===== config.mk =====
export PLATFORM = sky130hd
export DESIGN_NAME = nand_cmd_seq
export DESIGN_NICKNAME = d
export VERILOG_FILES = /design/src/rtl/nand_seq_pkg.sv /design/src/rtl/nand_rb_sync.sv /design/src/rtl/nand_addr_pick.sv /design/src/rtl/nand_bus_cycle.sv /design/src/rtl/nand_cmd_seq.sv
export SDC_FILE = /design/constraint.sdc
export NUM_CORES = 1
export LEC_CHECK = 0
export CAP_MARGIN = 20
export CORE_UTILIZATION = 43
export DETAILED_ROUTE_END_ITERATION = 10
export HOLD_SLACK_MARGIN = 0.02
export PLACE_DENSITY = 0.65
export SETUP_SLACK_MARGIN = 0.15
export SYNTH_ARGS = -nofsm -noshare
export SYNTH_HDL_FRONTEND = slang
export SYNTH_SLANG_ARGS = --single-unit

===== constraint.sdc =====
create_clock -name clk -period 2.3 [get_ports clk]
set_input_delay 0.23 -clock clk [delete_from_list [all_inputs] [get_ports clk]]
set_output_delay 0.23 -clock clk [all_outputs]
set_load 0.02 [all_outputs]

===== src/rtl/nand_seq_pkg.sv =====
// Package: shared types and register layout for the NAND command sequencer.
// Assumes: register indices and control bit positions are fixed by the host software.
package nand_seq_pkg;

    typedef enum logic [2:0] {
        S_IDLE, S_CMD1, S_ADDR, S_CMD2, S_TWB, S_RDY, S_DATA, S_DONE
    } seq_state_t;

    typedef enum logic [1:0] {
        PH_IDLE, PH_SETUP, PH_LOW, PH_HOLD
    } bus_phase_t;

    localparam logic [2:0] RG_CTRL  = 3'd0;
    localparam logic [2:0] RG_CMD2  = 3'd1;
    localparam logic [2:0] RG_COUNT = 3'd2;
    localparam logic [2:0] RG_ADRLO = 3'd3;
    localparam logic [2:0] RG_ADRHI = 3'd4;
    localparam logic [2:0] RG_IRQ   = 3'd5;

    localparam int B_GO      = 31;
    localparam int B_ADR_EN  = 30;
    localparam int B_ADR_LSB = 27;
    localparam int B_RD      = 26;
    localparam int B_WR      = 25;
    localparam int B_CSEL    = 19;
    localparam int B_CMD2_V  = 8;

    localparam logic [7:0] OP_STATUS = 8'h70;
    localparam logic [7:0] OP_IDENT  = 8'h90;

endpackage


===== src/rtl/nand_rb_sync.sv =====
// Module: two-flop synchroniser for the device ready/busy line.
// Assumes: the line is asynchronous to clk; reset reports busy.
module nand_rb_sync (
    input  logic clk,
    input  logic rst_n,
    input  logic rb_n,
    output logic ready
);
    logic meta;

    // Purpose: shift the raw line through two flops.
    always_ff @(posedge clk) begin
        if (!rst_n) begin
            meta  <= 1'b0;
            ready <= 1'b0;
        end else begin
            meta  <= rb_n;
            ready <= meta;
        end
    end
endmodule


===== src/rtl/nand_addr_pick.sv =====
// Module: selects the byte sent on address cycle idx from the two address words.
// Assumes: the low word gives cycles 0 and 1; the high word gives one byte per later cycle.
module nand_addr_pick #(
    parameter int MAX_ADDR_CYC = 5,
    parameter int AI_W         = 3,
    localparam int A2_W        = 8 * (MAX_ADDR_CYC - 2)
) (
    input  logic [15:0]     adr_lo,
    input  logic [A2_W-1:0] adr_hi,
    input  logic [AI_W-1:0] idx,
    output logic [7:0]      byte_o
);
    logic [7:0] lane [MAX_ADDR_CYC];

    // Purpose: lay every address cycle's byte out as one lane.
    for (genvar g = 0; g < MAX_ADDR_CYC; g++) begin : g_lane
        if (g < 2) begin : g_lo
            assign lane[g] = adr_lo[8*g +: 8];
        end else begin : g_hi
            assign lane[g] = adr_hi[8*(g-2) +: 8];
        end
    end

    // Purpose: pick the lane for the current cycle; out of range gives zero.
    always_comb begin
        byte_o = 8'h00;
        for (int k = 0; k < MAX_ADDR_CYC; k++) begin
            if (idx == AI_W'(k)) byte_o = lane[k];
        end
    end
endmodule


===== src/rtl/nand_bus_cycle.sv =====
// Module: times one flash bus cycle: a setup clock, T_STROBE clocks with the strobe low,
// then T_HOLD clocks with the strobe high.
// Assumes: the caller holds CLE/ALE/data steady from start until done; T_STROBE, T_HOLD >= 1.
module nand_bus_cycle
    import nand_seq_pkg::*;
#(
    parameter int T_STROBE = 3,
    parameter int T_HOLD   = 2,
    localparam int CNT_MAX = (T_STROBE > T_HOLD) ? T_STROBE : T_HOLD,
    localparam int CNT_W   = $clog2(CNT_MAX + 1)
) (
    input  logic clk,
    input  logic rst_n,
    input  logic start,
    input  logic is_read,
    output logic idle,
    output logic we_n,
    output logic re_n,
    output logic cap_en,
    output logic done
);
    bus_phase_t       phase;
    logic [CNT_W-1:0] cnt;
    logic             rd_q;

    // Purpose: advance the phase of the current bus cycle.
    always_ff @(posedge clk) begin
        if (!rst_n) begin
            phase <= PH_IDLE;
            cnt   <= '0;
            rd_q  <= 1'b0;
        end else begin
            case (phase)
                PH_IDLE: if (start) begin
                    phase <= PH_SETUP;
                    rd_q  <= is_read;
                end
                PH_SETUP: begin
                    phase <= PH_LOW;
                    cnt   <= '0;
                end
                PH_LOW: if (cnt == CNT_W'(T_STROBE - 1)) begin
                    phase <= PH_HOLD;
                    cnt   <= '0;
                end else begin
                    cnt <= cnt + 1'b1;
                end
                default: if (cnt == CNT_W'(T_HOLD - 1)) begin
                    phase <= PH_IDLE;
                    cnt   <= '0;
                end else begin
                    cnt <= cnt + 1'b1;
                end
            endcase
        end
    end

    // Purpose: decode strobes and event pulses from the phase.
    always_comb begin
        idle   = (phase == PH_IDLE);
        we_n   = !((phase == PH_LOW) && !rd_q);
        re_n   = !((phase == PH_LOW) && rd_q);
        cap_en = (phase == PH_LOW) && rd_q && (cnt == CNT_W'(T_STROBE - 1));
        done   = (phase == PH_HOLD) && (cnt == CNT_W'(T_HOLD - 1));
    end

    // the two strobes are never low together
    a_r10_strobe_excl: assert property (@(posedge clk) disable iff (!rst_n)
        !(!we_n && !re_n));
    // a cycle that starts leaves idle on the next clock
    a_r10_start_leaves_idle: assert property (@(posedge clk) disable iff (!rst_n)
        (idle && start) |=> !idle);
endmodule


===== src/rtl/nand_cmd_seq.sv =====
// Module: NAND flash command sequencer top. It runs command, address, second command,
// a tWB wait, a ready wait and a data phase from one host descriptor.
// Assumes: the host loads registers 1..4 before the start write and leaves them alone
// until the interrupt; the page buffer read is combinational.
module nand_cmd_seq
    import nand_seq_pkg::*;
#(
    parameter int T_STROBE     = 3,
    parameter int T_HOLD       = 2,
    parameter int T_WB         = 6,
    parameter int MAX_ADDR_CYC = 5,
    parameter int DLEN_W       = 12,
    localparam int AI_W        = $clog2(MAX_ADDR_CYC + 1),
    localparam int A2_W        = 8 * (MAX_ADDR_CYC - 2),
    localparam int TW_W        = $clog2(T_WB + 1)
) (
    input  logic              clk,
    input  logic              rst_n,
    input  logic              reg_we,
    input  logic [2:0]        reg_addr,
    input  logic [31:0]       reg_wdata,
    output logic              irq,
    output logic              dev_ready,
    output logic              nf_cle,
    output logic              nf_ale,
    output logic              nf_we_n,
    output logic              nf_re_n,
    output logic [1:0]        nf_ce_n,
    input  logic              nf_rb_n,
    input  logic [7:0]        nf_io_i,
    output logic [7:0]        nf_io_o,
    output logic              nf_io_oe,
    output logic [DLEN_W-1:0] pb_addr,
    output logic [7:0]        pb_wdata,
    output logic              pb_we,
    input  logic [7:0]        pb_rdata
);
    seq_state_t        state, state_d;
    logic [8:0]        cmd2_r;
    logic [DLEN_W-1:0] count_r;
    logic [15:0]       adr_lo_r;
    logic [A2_W-1:0]   adr_hi_r;
    logic [7:0]        cmd1_q;
    logic              rd_q, wr_q, csel_q;
    logic [AI_W-1:0]   naddr_q, aidx;
    logic [DLEN_W-1:0] dcnt;
    logic [TW_W-1:0]   twb_cnt;
    logic              go_wr, has_data, bus_state;
    logic              eng_idle, eng_start, eng_read, eng_cap, eng_done;
    logic [7:0]        adr_byte;
    logic [3:0]        n_raw;
    logic [AI_W-1:0]   n_pick;
    logic              unused_wdata;

    assign unused_wdata = ^reg_wdata;
    assign go_wr    = reg_we && (reg_addr == RG_CTRL) && reg_wdata[B_GO];
    assign has_data = (rd_q || wr_q) && (count_r != '0);

    // Purpose: work out the address cycle count from a start write.
    always_comb begin
        n_raw = {1'b0, reg_wdata[B_ADR_LSB +: 3]} + 4'd1;
        if (reg_wdata[B_ADR_EN]) begin
            n_pick = (n_raw > 4'(MAX_ADDR_CYC)) ? AI_W'(MAX_ADDR_CYC) : AI_W'(n_raw);
        end else if (reg_wdata[7:0] == OP_STATUS || reg_wdata[7:0] == OP_IDENT) begin
            n_pick = AI_W'(1);
        end else begin
            n_pick = '0;
        end
    end

    // Purpose: store descriptor registers written by the host.
    always_ff @(posedge clk) begin
        if (!rst_n) begin
            cmd2_r   <= '0;
            count_r  <= '0;
            adr_lo_r <= '0;
            adr_hi_r <= '0;
        end else if (reg_we) begin
            case (reg_addr)
                RG_CMD2:  cmd2_r   <= reg_wdata[8:0];
                RG_COUNT: count_r  <= reg_wdata[DLEN_W-1:0];
                RG_ADRLO: adr_lo_r <= reg_wdata[15:0];
                RG_ADRHI: adr_hi_r <= reg_wdata[A2_W-1:0];
                default: ;
            endcase
        end
    end

    // Purpose: latch the start word, but only when idle.
    always_ff @(posedge clk) begin
        if (!rst_n) begin
            cmd1_q  <= '0;
            rd_q    <= 1'b0;
            wr_q    <= 1'b0;
            csel_q  <= 1'b0;
            naddr_q <= '0;
        end else if (go_wr && state == S_IDLE) begin
            cmd1_q  <= reg_wdata[7:0];
            rd_q    <= reg_wdata[B_RD];
            wr_q    <= reg_wdata[B_WR] && !reg_wdata[B_RD];
            csel_q  <= reg_wdata[B_CSEL];
            naddr_q <= n_pick;
        end
    end

    // Purpose: choose the next sequencer state.
    always_comb begin
        state_d = state;
        case (state)
            S_IDLE: if (go_wr) state_d = S_CMD1;
            S_CMD1: if (eng_done)
                state_d = (naddr_q != '0) ? S_ADDR : (cmd2_r[B_CMD2_V] ? S_CMD2 : S_TWB);
            S_ADDR: if (eng_done && aidx == naddr_q - AI_W'(1))
                state_d = cmd2_r[B_CMD2_V] ? S_CMD2 : S_TWB;
            S_CMD2: if (eng_done) state_d = S_TWB;
            S_TWB:  if (twb_cnt == TW_W'(T_WB - 1)) state_d = S_RDY;
            S_RDY:  if (dev_ready) state_d = has_data ? S_DATA : S_DONE;
            S_DATA: if (eng_done && dcnt == count_r - 1'b1) state_d = S_DONE;
            default: state_d = S_IDLE;
        endcase
    end

    // Purpose: state register plus the address, data and wait counters.
    always_ff @(posedge clk) begin
        if (!rst_n) begin
            state   <= S_IDLE;
            aidx    <= '0;
            dcnt    <= '0;
            twb_cnt <= '0;
        end else begin
            state <= state_d;
            if (state == S_IDLE) begin
                aidx <= '0;
                dcnt <= '0;
            end
            if (state == S_ADDR && eng_done) aidx <= aidx + 1'b1;
            if (state == S_DATA && eng_done) dcnt <= dcnt + 1'b1;
            twb_cnt <= (state == S_TWB) ? twb_cnt + 1'b1 : '0;
        end
    end

    // Purpose: sticky completion flag, cleared by writing one to bit 31.
    always_ff @(posedge clk) begin
        if (!rst_n) irq <= 1'b0;
        else if (state == S_DONE) irq <= 1'b1;
        else if (reg_we && reg_addr == RG_IRQ && reg_wdata[31]) irq <= 1'b0;
    end

    assign bus_state = (state == S_CMD1) || (state == S_ADDR) ||
                       (state == S_CMD2) || (state == S_DATA);
    assign eng_start = bus_state && eng_idle;
    assign eng_read  = (state == S_DATA) && rd_q;

    nand_bus_cycle #(.T_STROBE(T_STROBE), .T_HOLD(T_HOLD)) u_cyc (
        .clk(clk), .rst_n(rst_n), .start(eng_start), .is_read(eng_read),
        .idle(eng_idle), .we_n(nf_we_n), .re_n(nf_re_n),
        .cap_en(eng_cap), .done(eng_done)
    );

    nand_addr_pick #(.MAX_ADDR_CYC(MAX_ADDR_CYC), .AI_W(AI_W)) u_pick (
        .adr_lo(adr_lo_r), .adr_hi(adr_hi_r), .idx(aidx), .byte_o(adr_byte)
    );

    nand_rb_sync u_rb (.clk(clk), .rst_n(rst_n), .rb_n(nf_rb_n), .ready(dev_ready));

    // Purpose: drive the flash pins and the page buffer port from the state.
    always_comb begin
        nf_cle   = (state == S_CMD1) || (state == S_CMD2);
        nf_ale   = (state == S_ADDR);
        nf_io_oe = (state == S_CMD1) || (state == S_ADDR) || (state == S_CMD2) ||
                   (state == S_DATA && wr_q);
        case (state)
            S_CMD1:  nf_io_o = cmd1_q;
            S_ADDR:  nf_io_o = adr_byte;
            S_CMD2:  nf_io_o = cmd2_r[7:0];
            S_DATA:  nf_io_o = wr_q ? pb_rdata : 8'h00;
            default: nf_io_o = 8'h00;
        endcase
        nf_ce_n = 2'b11;
        if (state != S_IDLE && state != S_DONE) nf_ce_n[csel_q] = 1'b0;
        pb_addr  = dcnt;
        pb_wdata = nf_io_i;
        pb_we    = eng_cap && (state == S_DATA);
    end

    logic past_ok;
    // Purpose: mark that at least one clock has passed since reset.
    always_ff @(posedge clk) begin
        if (!rst_n) past_ok <= 1'b0;
        else past_ok <= 1'b1;
    end

    // at most one chip enable low
    a_r12_one_ce: assert property (@(posedge clk) disable iff (!rst_n)
        $onehot0(~nf_ce_n));
    // both chip enables high while idle
    a_r12_idle_ce: assert property (@(posedge clk) disable iff (!rst_n)
        (state == S_IDLE) |-> (nf_ce_n == 2'b11));
    // CLE and ALE never high together
    a_r2_latch_excl: assert property (@(posedge clk) disable iff (!rst_n)
        !(nf_cle && nf_ale));
    // pins stay put while a strobe stays low
    a_r10_pins_stable: assert property (@(posedge clk) disable iff (!rst_n)
        (past_ok && !nf_we_n && $past(!nf_we_n)) |->
        ($stable(nf_cle) && $stable(nf_ale) && $stable(nf_io_o)));
    // leaving the ready wait only with R/B# seen high
    a_r7_ready_gate: assert property (@(posedge clk) disable iff (!rst_n)
        (state == S_RDY && state_d != S_RDY) |-> dev_ready);
    // the flag rises only from completion
    a_r8_irq_source: assert property (@(posedge clk) disable iff (!rst_n)
        (past_ok && $rose(irq)) |-> $past(state == S_DONE));
    // address index stays within the programmed count
    a_r3_addr_bound: assert property (@(posedge clk) disable iff (!rst_n)
        (state == S_ADDR) |-> (aidx < naddr_q));
    // no data phase with a zero count
    a_r6_no_empty_data: assert property (@(posedge clk) disable iff (!rst_n)
        (state == S_DATA) |-> (count_r != '0));
    // a start write while busy leaves the first command untouched
    a_r11_busy_ignore: assert property (@(posedge clk) disable iff (!rst_n)
        (state != S_IDLE && go_wr) |=> $stable(cmd1_q));
endmodule


Word-level counts from Yosys, hierarchy flattened
Index checks and enable logic that the tools add are counted.

operators by class
  reduce and logical (&&, ||, !) cells = 51
  add/sub/neg operators = 7
  equal/unequal tests = 36
  magnitude comparators = 3
  mux-type cells = 37
  bitwise logic cells = 1

operators by type and width
  operator               number
  $mux 8                 6
  $mux 3                 13
  $pmux 8 s4             1
  $eq 3x3->1 const B     8
  $mux 12                2
  $logic_and 1x1->1      21
  $pmux 3 s7             1
  $eq 3x2->1 const B     6
  $add 12x1->12 const B  1
  $eq 12x12->1           1
  $mux 2                 6
  $ne 2x2->1 const B     6
  $pmux 2 s3             2
  $reduce_and 2->1       6
  $reduce_bool 12->1     1
  $sub 12x1->12 const B  1
  $eq 3x1->1 const B     3
  $logic_not 3->1        3
  $eq 8x7->1 const B     1
  $eq 8x8->1 const B     1
  $logic_or 1x1->1       7
  $reduce_and 7->1       1
  $add 3x1->3 const B    2
  $eq 2x2->1 const B     3
  other kinds (19)       32

storage, ports and cells
  register bits = 104
  logic and storage cells = 154
  input bits = 55

Longest topological paths before layout
Gate-level depths: netlist of run 1.

  depth in word-level cells = 7
  depth in mapped cells = 9
  mapped depth without buffers = 9

Hierarchy
From an unflattened synthesis of run 1, not the netlist that was laid out.

unflattened totals
  cell total of the unflattened synthesis = 720
  area total of the unflattened synthesis = 5595.4 um2

by module, submodules not included
  module          cells an instance  seq. area each (um2)  times used  area an instance (um2)
  nand_cmd_seq    624                1941.9                1           4778.3
  nand_addr_pick  50                 0.0                   1           422.9
  nand_bus_cycle  42                 100.1                 1           341.6
  nand_rb_sync    4                  40.0                  1           52.6

Worst setup path after synthesis of run 1
Ideal clock, no wire load.

  path type = register to output
  from = register aidx[0]
  to = output port nf_io_o[4]
  slack = 0.273 ns
  data arrival time = 1.797 ns
  cell stages (with the launch flop) = 10
  buffers on the path = 1
  data required time = 2.070 ns
  cells stage by stage = dfxtp_1 -> inv_1 -> ha_1 -> clkbuf_1 -> and3b_1 -> a21oi_1 -> o21ai_0 -> a32o_1 -> a21oi_1 -> o221ai_1

between the ends
  word-level cells in the longest chain between the ends = 7
  elaborated cells on any way between the ends = 11
  classes of those cells = eq/ne (4); mux (6); reduce/logical (1)

ends and longest elaborated chain
  item                      line                  source
  start: declaration        nand_cmd_seq.sv:45    logic [AI_W-1:0] naddr_q, aidx;
  start signal: assignment  nand_cmd_seq.sv:136   if (state == S_ADDR && eng_done) aidx <= aidx + 1'b1;
  $logic_not 3->1           nand_addr_pick.sv:28  if (idx == AI_W'(k)) byte_o = lane[k];
  $mux 8 (4 in a row)       nand_addr_pick.sv:28
  $mux 8 *                  nand_addr_pick.sv:28
  $pmux 8 s4 *              nand_cmd_seq.sv:172   case (state)
  end: declaration          nand_cmd_seq.sv:31    output logic [7:0] nf_io_o,

Mark *: on every way between the ends. The rest lies on a longest branch, timed or not.

Final worst setup path of run 1
  from = register aidx[0]
  to = output port nf_io_o[2]

The elaborated chain is that of the path after synthesis.

==> run metrics, run 1 <==
Placer Congestion=0.931; clock sink count=104; biggest area consumer among synthesized cells=dfxtp_1; Die Wd=115 um; Worst path top cell family by delay=compound AO/OA/AOI/OAI gates; Finish-stage setup viols=4; Seq/Total Area, Yosys=38.0%; largest family of logic cells by synthesized area=simple AND/OR/NAND/NOR gates; RSZ-0062 raised after global routing=yes; post-layout min period=2360 ps; Clock Latency Late Sink=360 ps; final period utilization=103%; Design Area, Final=7120 um^2; worst hold path type=input port to flip-flop; area grow syn2layout=30.2%; Cell Int Power=3150 uW; Vias=5453; core area=12200 um^2; Pins Over Slew Limit=0; ys flop type=dfxtp_1; Slew Limit Headroom=62.9%; Detail Placement HPWL=11900 um; post-synthesis mux area share=2.47%; Hold WS=425 ps; clock power share=36.0%; WP data required=2070 ps; post-route setup slack=-62.2 ps; first-pass GRT wire length=25300 um; Post-Route WL=16400 um; placed insts=970; synth top area cells=dfxtp_1 (38%), nand2_1 (13%), a21oi_1 (10%); Post-synth EDFFs=0; critical path endpoint category=output pin; Max Cap Viol=0; final global-route overflow total=0; average wire per standard cell=16.5 um; die area=13200 um^2; pre-CTS setup slack=-203 ps; CTS tree=done; Clock Path Buffers=2; Post-synth ARST share=0%; Total GRT Usage=25.2%; antenna cell count=0; DR vias/cell=5.48; share of cells above drive strength 1=14.1%; status=finished, violations left; 1st-iter DRT viols=364; skew final=6.60 ps; dpl cell area=6550 um^2; DRT Pass-1 Iters=8; Syn Inst Count=739; Synth Area in XOR/XNOR=2.56%; clock slew at reported path FFs=70 ps; arrival time at the worst endpoint=2130 ps; failing checks=negative setup slack; PwrDens=626 nW/um^2; Critical Path Source=aidx[0]$_SDFFE_PN0P_; initial antenna violation count=0; slowest cell delay on critical path=360 ps; final hold violations=0; actual slew at the worst max-slew pin=551 ps; Synth Area in Compound Gates=19.0%; Port Buffer Count=75; CTS root buf=clkbuf_16; htree depth=3; CP Class=flip-flop to output pin; # rows=40; Die Height=115 um; Final ANT Viol Nets=0; Startpoint Class=flip-flop; Net Sw Power=1310 uW; Syn Nets=813; DRC=0; Synth Area in Simple Gates=27.7%; fillers=1161; Starting Density=44.8%; Synth Area in Adders=4.34%; Synth cell types=50; Worst Hold Launch=reg_wdata[21]; post-synth top area share=38.0%; cells along the critical path=buf_6 > ha_4 > buf_8 > nor2_2 > a21oi_4 > o21ai_2 > a222oi_1 > o221ai_1 > buf_2; Final #Nets=896; Syn. warnings=0; Seq pwr share=43.6%; Logic pwr share=20.5%; worst vdd ir=0.415 mV; Pwr Total=4460 uW; sw frac=29.4%; io pins=93; Crit Path Max Fanout=8; WP buf/inv=3; Synth Cell Area=5470 um^2; vias in the first global route=5025; largest net degree at the start of global routing=53; FMAX=423 MHz; syn avg cell area=7.41 um^2; crit path max-delay cell type=dfxtp_2; RR Startpoint=naddr_q[0]$_SDFFE_PN0P_; Num CTS Buffers=9; Yosys reg bits=104; LEAKAGE=0.00257 uW; fin cells=995
==> worst register-to-register path, delay by kind of cell, from the launching register on <==
| family | cells | cell delay, ps |
|---|---|---|
| buffers and inverters | 2 | 190 |
| flip-flops | 1 | 370 |
| AO/OA/AOI/OAI | 3 | 370 |
| adder cells (fa/ha/maj) | 2 | 480 |
| AND/OR/NAND/NOR | 2 | 500 |
| XOR/XNOR | 1 | 120 |
==> cell type report <==
class | count | area, um^2 | area share [%]
multi-input cells | 559 | 3260 | 45.7
repair buffers | 125 | 1180 | 16.5
clock buffers | 11 | 243 | 3.41
clock inverters | 5 | 61.3 | 0.861
flip-flops and latches | 104 | 2090 | 29.3
well taps | 168 | 210 | 2.95
inverters | 23 | 86.3 | 1.21
==> metal layers <==
layer  GRT usage (%)  routed length, um
met1            31.1               7160
met2            43.7               7950
met3            4.74                894
met4            9.35                412
met5               0                  0
==> cell families after synthesis <==
family          Yosys count
compound gates          176
xor+xnor                 16
fa+ha+maj                19
buf+inv                  76
flops                   104
mux                      13
simple gates            335
==> power groups by stage <==
| stage | registers (uW) | logic (uW) | clock network, uW |
|---|---|---|---|
| finish | 1940 | 912 | 1610 |
| CTS | 1940 | 887 | 1640 |
| global route | 1950 | 991 | 1700 |
| detailed placement | 1980 | 881 | 0 |
| global placement | 1980 | 865 | 0 |
| floorplan | 1930 | 592 | 0 |
==> cell usage in the layout, fill, tap and decap left out, types with 10 or more instances in the layout <==
cell type	count
a21oi_1	101
buf_4	47
clkbuf_16	10
clkdlybuf4s50_1	62
dfxtp_1	100
ha_1	14
inv_1	19
nand2_1	191
nand3_1	24
nor2_1	41
o21ai_0	13
==> stage by stage <==
stage / TNS (ps) / util [%]
finish: -154 / 58.3
global route: -779 / 58.3
CTS: -66.5 / 56.7
detailed placement: -1070 / 53.6
global placement: -688 / 53.6
floorplan: 0 / -
==> flip-flops by register name, summed over array words and instances (netlist names), 8 cells and up <==
register,cells
adr_hi_r,24
cmd1_q,8
adr_lo_r,16
pb_addr,12
cmd2_r,9
count_r,12
==> worst paths after layout <==
| kind | endpoint | slack [ps] | depth (start not counted) |
|---|---|---|---|
| worst max-delay path | nf_io_o[2] | -60 | 9 |
| worst min-delay path | adr_hi_r[21]$_SDFFE_PN0P_ | 420 | 3 |
| worst min register to register | u_rb.ready$_SDFF_PN0_ | 440 | 1 |
| worst max register to register | state[2]$_SDFFE_PN0P_ | 220 | 10 |
==> cell usage after synthesis (4+ instances only) <==
cell	instances
mux2_1	4
buf_4	8
nand2_1	194
ha_1	19
xor2_1	8
xnor2_1	8
nor2_1	44
nor2b_1	6
nand3b_1	9
a32o_1	4
or3_1	4
nand2b_1	9
a21oi_1	111
nor4_1	4
nand3_1	24
and2_1	8
nor3b_1	5
nand4_1	4
mux2i_1	9
nor3_1	9
clkbuf_1	40
and3b_1	6
dfxtp_1	104
o221ai_1	8
o211a_1	4
a222oi_1	4
inv_1	22
o21ai_0	20
==> what timing repair did <==
| item | in CTS | in global routing |
|---|---|---|
| pin swaps | 10 | 23 |
| hold buffers | 0 | 0 |
| setup endpoints to repair | 12 | 12 |
| resized for setup | 69 | 45 |
| setup buffers | 2 | 6 |
| gates cloned | 0 | 1 |
Note: power is estimated with default switching activity, not from simulation.
==> run 2, diff against run 1 <==
Settings changed: CORE_ASPECT_RATIO set to 0.5, RECOVER_POWER set to 100.
==> run metrics, run 2 (synthesis gave the netlist of run 1 again) <==
Post-Route WL=15400 um; Num CTS Buffers=9; arrival time at the worst endpoint=2160 ps; critical path endpoint category=output pin; final period utilization=104%; DRT Pass-1 Iters=6; Crit Path Max Fanout=8; initial antenna violation count=0; WP data required=2070 ps; Placer Congestion=0.929; most used cell, CP=buf_4; Detail Placement HPWL=11400 um; CP Depth=8; Final ANT Viol Nets=0; skew final=8.78 ps; Worst R2R Path Depth=6; crit path max-delay cell type=a222oi_1; Slew Limit Headroom=35.8%; DR vias/cell=5.47; cells along the critical path=buf_4 > ha_4 > ha_4 > nor2_1 > buf_4 > a222oi_1 > o221ai_1 > buf_4; Final #Nets=883; die area=13200 um^2; Clock Latency Late Sink=350 ps; failing checks=negative setup slack; # rows=28; htree depth=3; actual slew at the worst max-slew pin=964 ps; CP Class=flip-flop to output pin; CTS root buf=clkbuf_16; post-layout min period=2390 ps; Die Wd=162 um; status=finished, violations left; antenna cell count=0; average wire per standard cell=15.8 um; Sum Neg Setup Slack=-199 ps; DRC=0; vias in the first global route=4819; final hold violations=0; io pins=93; area grow syn2layout=24.6%; final global-route overflow total=0; Total GRT Usage=24.3%; Die Height=81.8 um; FMAX=418 MHz; commonest non-fill, non-tap cell in the layout=nand2_1; Starting Density=45.1%; post-route setup slack=-94.3 ps; CTS hold repair buffers=0; Top reg by flops=adr_hi_r; clock slew at reported path FFs=80 ps; max reg flops=24; RSZ-0062 raised after global routing=yes; largest net degree at the start of global routing=49; Pwr Total=4310 uW; Clock Path Buffers=2; Startpoint Class=flip-flop; PwrDens=632 nW/um^2; Port Buffer Count=75; clock sink count=104; first-pass GRT wire length=24700 um; worst hold path type=input port to flip-flop; Pins Over Slew Limit=0; CTS tree=done; 1st-iter DRT viols=428; share of cells above drive strength 1=10.3%; core area=12100 um^2; Final Core Density=56.3%; Worst path top cell family by delay=compound AO/OA/AOI/OAI gates; Hold Path Stages=3; slowest cell delay on critical path=450 ps; worst vdd ir=0.371 mV; LEAKAGE=0.00247 uW; Vias=5357; Finish-stage setup viols=6; WP buf/inv=3; most frequent cells in the layout=nand2_1 (194), a21oi_1 (107), dfxtp_1 (100); Top Registers=adr_hi_r (24), adr_lo_r (16); Max Cap Viol=0
## run 2: cell types whose count changed in the layout (fill, tap and decap cells not counted), sizes merged
cell | before | now
dlygate4sd3 | 0 | 17
dlymetal6s2s | 1 | 0
bufinv | 1 | 0
clkinv | 1 | 2
clkdlybuf4s50 | 62 | 46
buf | 57 | 37
clkinvlp | 0 | 1
clkbuf | 12 | 17
inv | 26 | 27
## run 2: where the power goes
group / internal [uW] / total (uW) / switching [uW] / leakage (uW)
combinational: 354 / 867 / 512 / 0.00148
sequential: 1860 / 1940 / 78.4 / 0.000843
clock: 759 / 1500 / 744 / 0.000140
total: 2970 / 4310 / 1330 / 0.00247
## run 2: tightest hold or removal path: stages
cell             delay, ps
clkdlybuf4s50_1        390
nand2_1                 50
a21oi_1                 50
## run 2: path summary, 6_finish.rpt
kind,endpoint,slack [ps],startpoint
setup / recovery,nf_io_o[0],-90,aidx[1]$_SDFFE_PN0P_
hold / removal,adr_hi_r[16]$_SDFFE_PN0P_,420,reg_wdata[16]
setup reg to reg,cmd1_q[5]$_SDFFE_PN0P_,100,state[0]$_SDFFE_PN0P_
hold reg to reg,u_rb.ready$_SDFF_PN0_,440,u_rb.meta$_SDFF_PN0_
## run 2: area by class of cell
type | instances | area [um^2]
Clock buffer | 9 | 225
Sequential cell | 104 | 2090
Inverter | 23 | 86.3
Multi-Input combinational cell | 559 | 3170
Timing Repair Buffer | 112 | 981
Clock inverter | 7 | 61.3
Tap cell | 165 | 206
Fill cell | 1175 | 5300
## run 2: through the flow
| step | setup WS, ps | std cells | hold WS (ps) | area, um^2 |
|---|---|---|---|---|
| after floorplan | 273 | 739 | 352 | 5470 |
| after global placement | -240 | 962 | 416 | 6480 |
| final | -94.3 | 979 | 421 | 6820 |
| after global routing | -125 | 979 | 425 | 6820 |
| after CTS | -52.0 | 979 | 416 | 6840 |
| after detailed placement | -332 | 962 | 424 | 6480 |
## run 2: metal layers
| metal | wire length [um] | up-vias | GRT usage (%) |
|---|---|---|---|
| met2 | 6850 | 177 | 40.5 |
| met5 | 0 | - | 0 |
| met4 | 223 | 0 | 6.79 |
| met1 | 7230 | 2494 | 32.1 |
| met3 | 1130 | 29 | 5.35 |
| li1 | - | 2657 | - |
## run 2: timing repair
action,4_1_cts,5_1_grt
buffers inserted,1,0
endpoints found under the setup margin,12,13
pin swaps,14,0
resized for setup,74,8
